### src/rtl/pixtdc_pkg.sv
`timescale 1ns/1ps
package pixtdc_pkg;
    typedef enum logic [2:0] {
        ST_IDLE,
        ST_OFF,
        ST_COUNT,
        ST_ARMED,
        ST_RUN,
        ST_DONE,
        ST_OVF
    } pix_state_e;
endpackage

### src/rtl/therm_decode.sv
`timescale 1ns/1ps
module therm_decode #(
    parameter int PHASES = 16,
    localparam int FW = $clog2(PHASES)
) (
    input  logic [PHASES-1:0] therm,
    output logic [FW-1:0]     phase
);
    logic found;

    always_comb begin
        phase = '0;
        found = 1'b0;
        for (int i = 0; i < PHASES - 1; i++) begin
            if (!found && therm[i] && !therm[i+1]) begin
                phase = FW'(i + 1);
                found = 1'b1;
            end
        end
    end


    always_comb begin
        if (therm == '1 || therm == '0) begin
            flat_word_chk: assert (phase == '0);
        end
        if (therm[0] && !therm[1]) begin
            first_edge_chk: assert (phase == FW'(1));
        end
    end
endmodule

### src/rtl/evt_counter.sv
`timescale 1ns/1ps
module evt_counter #(
    parameter int CW = 6
) (
    input  logic          clk,
    input  logic          rst_n,
    input  logic          load,
    input  logic [CW-1:0] load_val,
    input  logic          inc,
    output logic [CW-1:0] q,
    output logic          at_max
);
    assign at_max = (q == '1);

    always_ff @(posedge clk) begin
        if (!rst_n) begin
            q <= '0;
        end else if (load) begin
            q <= load_val;
        end else if (inc && !at_max) begin
            q <= q + CW'(1);
        end
    end


    cnt_sat_chk: assert property (@(posedge clk) disable iff (!rst_n)
        (at_max && inc && !load) |=> at_max);


    cnt_step_chk: assert property (@(posedge clk) disable iff (!rst_n)
        (!at_max && inc && !load) |=> (q == $past(q) + CW'(1)));
endmodule

### src/rtl/pix_tdc_core.sv
`timescale 1ns/1ps
module pix_tdc_core
    import pixtdc_pkg::*;
#(
    parameter int PHASES = 16,
    parameter int CW     = 6,
    localparam int FW    = $clog2(PHASES),
    localparam int RW    = CW + FW
) (
    input  logic              clk,
    input  logic              rst_n,
    input  logic              frame_open,
    input  logic              frame_close,
    input  logic              pix_en,
    input  logic              mode_timing,
    input  logic              det_pulse,
    input  logic [PHASES-1:0] det_therm,
    input  logic              stop_strobe,
    input  logic [PHASES-1:0] stop_therm,
    output logic [RW-1:0]     result,
    output logic              result_vld
);
    pix_state_e state_q, state_d, entry_st;

    logic [FW-1:0] det_ph, stop_ph, start_ph_q;
    logic [RW-1:0] conv_q;
    logic [CW-1:0] cnt_q, cnt_load_val;
    logic          cnt_at_max, cnt_load, cnt_inc;
    logic          go_start, evt_ok, take_start, take_stop;

    therm_decode #(.PHASES(PHASES)) i_dec_start (.therm(det_therm),  .phase(det_ph));
    therm_decode #(.PHASES(PHASES)) i_dec_stop  (.therm(stop_therm), .phase(stop_ph));

    evt_counter #(.CW(CW)) i_ctr (
        .clk(clk), .rst_n(rst_n), .load(cnt_load), .load_val(cnt_load_val),
        .inc(cnt_inc), .q(cnt_q), .at_max(cnt_at_max)
    );

    // frame control decode
    assign go_start   = (state_q == ST_IDLE) ? frame_open : (frame_open && !frame_close);
    assign evt_ok     = (state_q != ST_IDLE) && !frame_open && !frame_close;
    assign take_start = (state_q == ST_ARMED) && det_pulse && evt_ok;
    assign take_stop  = (state_q == ST_RUN) && stop_strobe && evt_ok;

    always_comb begin
        if (!pix_en)          entry_st = ST_OFF;
        else if (mode_timing) entry_st = ST_ARMED;
        else                  entry_st = ST_COUNT;
    end

    // counter control: clear at frame start, preset to one at START
    always_comb begin
        cnt_load     = go_start || take_start;
        cnt_load_val = take_start ? CW'(1) : '0;
        cnt_inc      = evt_ok && (((state_q == ST_COUNT) && det_pulse) ||
                                  ((state_q == ST_RUN) && !stop_strobe));
    end

    // next state
    always_comb begin
        state_d = state_q;
        if (go_start) begin
            state_d = entry_st;
        end else if (state_q != ST_IDLE && frame_close) begin
            state_d = ST_IDLE;
        end else if (evt_ok) begin
            unique case (state_q)
                ST_ARMED: if (det_pulse) state_d = ST_RUN;
                ST_RUN: begin
                    if (stop_strobe)     state_d = ST_DONE;
                    else if (cnt_at_max) state_d = ST_OVF;
                end
                default: state_d = state_q;
            endcase
        end
    end

    // state register
    always_ff @(posedge clk) begin
        if (!rst_n) state_q <= ST_IDLE;
        else        state_q <= state_d;
    end

    // outputs and conversion registers
    always_ff @(posedge clk) begin
        if (!rst_n) begin
            result     <= '0;
            result_vld <= 1'b0;
            start_ph_q <= '0;
            conv_q     <= '0;
        end else begin
            if (go_start) begin
                result     <= '0;
                result_vld <= 1'b0;
            end else if (state_q != ST_IDLE && frame_close) begin
                unique case (state_q)
                    ST_COUNT: begin
                        result     <= RW'(cnt_q);
                        result_vld <= 1'b1;
                    end
                    ST_DONE: begin
                        result     <= conv_q;
                        result_vld <= 1'b1;
                    end
                    ST_RUN, ST_OVF: begin
                        result     <= '1;
                        result_vld <= 1'b1;
                    end
                    ST_ARMED, ST_OFF, ST_IDLE: begin
                        result     <= '0;
                        result_vld <= 1'b0;
                    end
                endcase
            end
            if (take_start) start_ph_q <= det_ph;
            if (take_stop)  conv_q <= {cnt_q, {FW{1'b0}}} + RW'(stop_ph) - RW'(start_ph_q);
        end
    end


    hold_chk: assert property (@(posedge clk) disable iff (!rst_n)
        (state_q == ST_IDLE && !frame_open) |=> ($stable(result) && $stable(result_vld)));


    novalid_zero_chk: assert property (@(posedge clk) disable iff (!rst_n)
        !result_vld |-> (result == '0));


    off_chk: assert property (@(posedge clk) disable iff (!rst_n)
        (state_q == ST_OFF && frame_close) |=> !result_vld);


    first_start_chk: assert property (@(posedge clk) disable iff (!rst_n)
        (state_q == ST_RUN && det_pulse && evt_ok && !stop_strobe && !cnt_at_max)
        |=> (state_q == ST_RUN && cnt_q == $past(cnt_q) + CW'(1)));


    ovf_chk: assert property (@(posedge clk) disable iff (!rst_n)
        (state_q == ST_RUN && evt_ok && !stop_strobe && cnt_at_max) |=> (state_q == ST_OVF));


    ovf_code_chk: assert property (@(posedge clk) disable iff (!rst_n)
        (state_q == ST_OVF && frame_close) |=> (result == '1 && result_vld));
endmodule

### config.mk
export PLATFORM = sky130hd
export DESIGN_NAME = pix_tdc_core
export DESIGN_NICKNAME = d
export VERILOG_FILES = /design/src/rtl/pixtdc_pkg.sv /design/src/rtl/therm_decode.sv /design/src/rtl/evt_counter.sv /design/src/rtl/pix_tdc_core.sv
export SDC_FILE = /design/constraint.sdc
export NUM_CORES = 1
export LEC_CHECK = 0
export BUFFER_PORTS_ARGS = -buffer_cell sky130_fd_sc_hd__buf_4
export CAP_MARGIN = 20
export CORE_MARGIN = 4
export CORE_UTILIZATION = 25
export CTS_BUF_LIST = sky130_fd_sc_hd__clkbuf_8
export CTS_CLUSTER_DIAMETER = 50
export DETAILED_ROUTE_END_ITERATION = 6
export SYNTH_ARGS = -nofsm -noshare
export SYNTH_HDL_FRONTEND = slang
export SYNTH_SLANG_ARGS = --single-unit
### constraint.sdc
create_clock -name clk -period 5.5 [get_ports clk]
set_input_delay 1.1 -clock clk [delete_from_list [all_inputs] [get_ports clk]]
set_output_delay 1.1 -clock clk [all_outputs]
set_load 0.1 [all_outputs]
==> results.json <==
{
  "status": "complete, no violations",
  "cap_violations": 0,
  "grt_max_degree": 20,
  "cts_tree": "done",
  "core-area_um2": 9910,
  "hold_slack_ns": 0.473,
  "drtIter0Drc": 142,
  "synth-edff-count": 0,
  "tightest_slew_ns": 0.604,
  "wire_per_inst_um": 12.4,
  "syn_to_final_growth_pct": 23.4,
  "antenna_cells": 0,
  "synth_area_leader_cell": "dfxtp_1",
  "synth_compound_area_share_pct": 32.5,
  "synth-xor-area-share_pct": 2.03,
  "crit_chain": "buf_4 -> or2_2 -> a211oi_1 -> o221a_2 -> nand2_1 -> o211a_1 -> ha_1 -> fa_1 -> nor2b_1 -> o21a_1 -> o21ai_0 -> a31o_2 -> a31oi_1",
  "synthTopCellsByArea": "dfxtp_1, o21ai_0, nor2_1",
  "avgSynthCellArea_um2": 7.18,
  "setup_viol": 0,
  "syn-num-nets": 408,
  "fin_nets": 450,
  "critical_path_buf_inv_count": 1,
  "clockRootBuffer": "clkbuf_8",
  "crit_type": "in -> reg",
  "synth_warnings": 0,
  "yosys.area_share.adder_pct": 4.16,
  "endpoint": "conv_q[8]",
  "fin_cells": 536,
  "hold_path.class": "reg -> reg",
  "path_delay_family": "compound AO/OA/AOI/OAI gates",
  "track_usage_pct": 11.4,
  "r2r_slack_ns": 3.39,
  "cp_data_required_time_ns": 5.72,
  "min_path_cells": 2,
  "synth-simple-area-share_pct": 28.0,
  "rr_startpoint": "state_q[0]",
  "cpMaxStageDelayCell": "fa_1",
  "start_util_pct": 26.1,
  "ys_types": 61,
  "htreeDepth": 2,
  "slew_headroom_pct": 59.3,
  "nFillCells": 1086,
  "syn_area_um2": 2590,
  "clk_pin_slew_ns": 0.08,
  "die_h_um": 110,
  "drive_above_1_share_pct": 17.6,
  "cts_buffers": 5,
  "r2r_end": "conv_q[4]",
  "synthCells": 360,
  "min_period_ns": 3.77,
  "cp_max_fo": 5,
  "final_cell_mix": "buf_4, nor2_1, o21ai_0",
  "die_w_um": 110,
  "cp-end-kind": "flip-flop",
  "ant_nets": 0,
  "drcViolationCount": 0,
  "post-route-period-util_pct": 68.5,
  "ctsHoldBuffers": 0,
  "vdd_ir_drop_max_v": 0.0000842,
  "final.setup.tns_ns": 0,
  "wirelength_um": 6630,
  "synthMuxAreaShare_pct": 0.387,
  "reg2regPathDepth": 4,
  "synthArstFlopShare_pct": 0,
  "placed_cells": 528,
  "grt_pass1_wl_um": 11300,
  "critPathLaunchType": "input pin",
  "finClkSkew_ns": 0.00710,
  "clock-sinks": 34,
  "drtPass1Iterations": 4,
  "fp-row-count": 36,
  "cts_setup_buffers": 0,
  "powerDensity_nw_per_um2": 228,
  "p_leak_nw": 1.21,
  "cts_resized": 0,
  "grt_remaining_overflow": 0,
  "power.total_w": 0.000728,
  "antenna_found_initial": 0,
  "final_core_util_pct": 32.2,
  "clock_latency_ns": 0.29,
  "yosysSeqAreaShare_pct": 26.3,
  "hold_viol_final": 0,
  "crit_start": "stop_therm[0]",
  "synth_top_area_share_pct": 26.3,
  "place_congestion": 0.861,
  "crit_cells": 13,
  "max_clock_freq_mhz": 265,
  "die_area_um2": 12000,
  "ys.flop_type": "dfxtp_1",
  "clockBufferDepth": 2,
  "dp_hpwl_um": 5280,
  "synth_top_family_by_area": "compound AO/OA/AOI/OAI gates",
  "arrival_ns": 3.99,
  "io_pins": 51,
  "slew_viol_final": 0,
  "io_buffers": 50,
  "grt_pass1_vias": 2560,
  "final_common_cell": "buf_4",
  "rsz0062_at_grt": "no",
  "viasPerCell": 5.10,
  "num_vias": 2731,
  "ys_ff_latch": 34,
  "critical-path-max-stage-delay_ns": 0.41
}
==> state kept, by name, indices dropped and copies added (netlist names) <==
signal / cells
conv_q: 10
result: 10
i_ctr.q: 6
start_ph_q: 4
state_q: 3
result_vld: 1
==> routing by layer <==
metal	GRT usage (%)	vias up	part of all wire, %
li1	-	1406	-
met1	15.0	1249	48
met2	18.7	66	45
met3	1.94	10	5.3
met4	3.74	0	1.6
met5	0	-	0
==> kinds of logic (layout without fill, tap and decap cells) <==
group / count (synthesis) / count (layout)
buffers and inverters: 40 / 83
multiplexers: 1 / 1
flip-flops: 34 / 34
adder cells (fa/ha/maj): 8 / 8
AND/OR/NAND/NOR: 139 / 139
AO/OA/AOI/OAI: 132 / 132
XOR/XNOR: 6 / 6
==> power by group <==
part           internal, W  leakage (nW)  switching [W]
combinational    0.0000706         0.871       0.000114
sequential        0.000253         0.275      0.0000106
clock             0.000182        0.0683      0.0000988
total             0.000505          1.21       0.000223
==> stage by stage <==
step	worst slack [ns]	instance area, um2
after floorplan	1.79	2590
after global placement	1.53	3050
after detailed placement	1.44	3050
after CTS	1.73	3190
after global routing	1.40	3190
final	1.73	3190
==> Yosys cell counts, types with 4 or more instances <==
library cell,number
a21oi_1,28
o21ai_0,42
nand2b_1,5
dfxtp_1,34
o31ai_1,4
or3_1,4
inv_1,24
nand4_1,7
nor2_1,45
nor3_1,7
a2bb2oi_1,4
clkbuf_1,13
ha_1,7
or2_2,4
a211oi_1,14
nand2_1,26
xnor2_1,6
nand3_1,8
a31oi_1,6
nor2b_1,8
==> worst reg2reg max path: stages (launching register included) <==
cell and delay (ns):
dfxtp_1 0.48, or3_1 0.61, nor3_4 0.58, nor2_1 0.09
a311oi_1 0.26
==> area by class of cell <==
cell class,count,area (um2),share of cell area [%]
Tap cell,133,166,5.22
Timing Repair Buffer,51,383,12.0
Sequential cell,34,681,21.3
Clock buffer,5,68.8,2.16
Multi-Input combinational cell,286,1730,54.3
Clock inverter,3,68.8,2.16
Inverter,24,90.1,2.82
==> worst min path at each step <==
stage | startpoint | endpoint | slack [ns]
4_1_cts | conv_q[2] | conv_q[2] | 0.47
2_1_floorplan | conv_q[2] | conv_q[2] | 0.43
6_report | result_vld | result_vld | 0.47
3_5_place_dp | conv_q[2] | conv_q[2] | 0.46
3_3_place_gp | conv_q[2] | conv_q[2] | 0.45
5_1_grt | conv_q[2] | conv_q[2] | 0.51
Power figures use the tool's default switching activity.
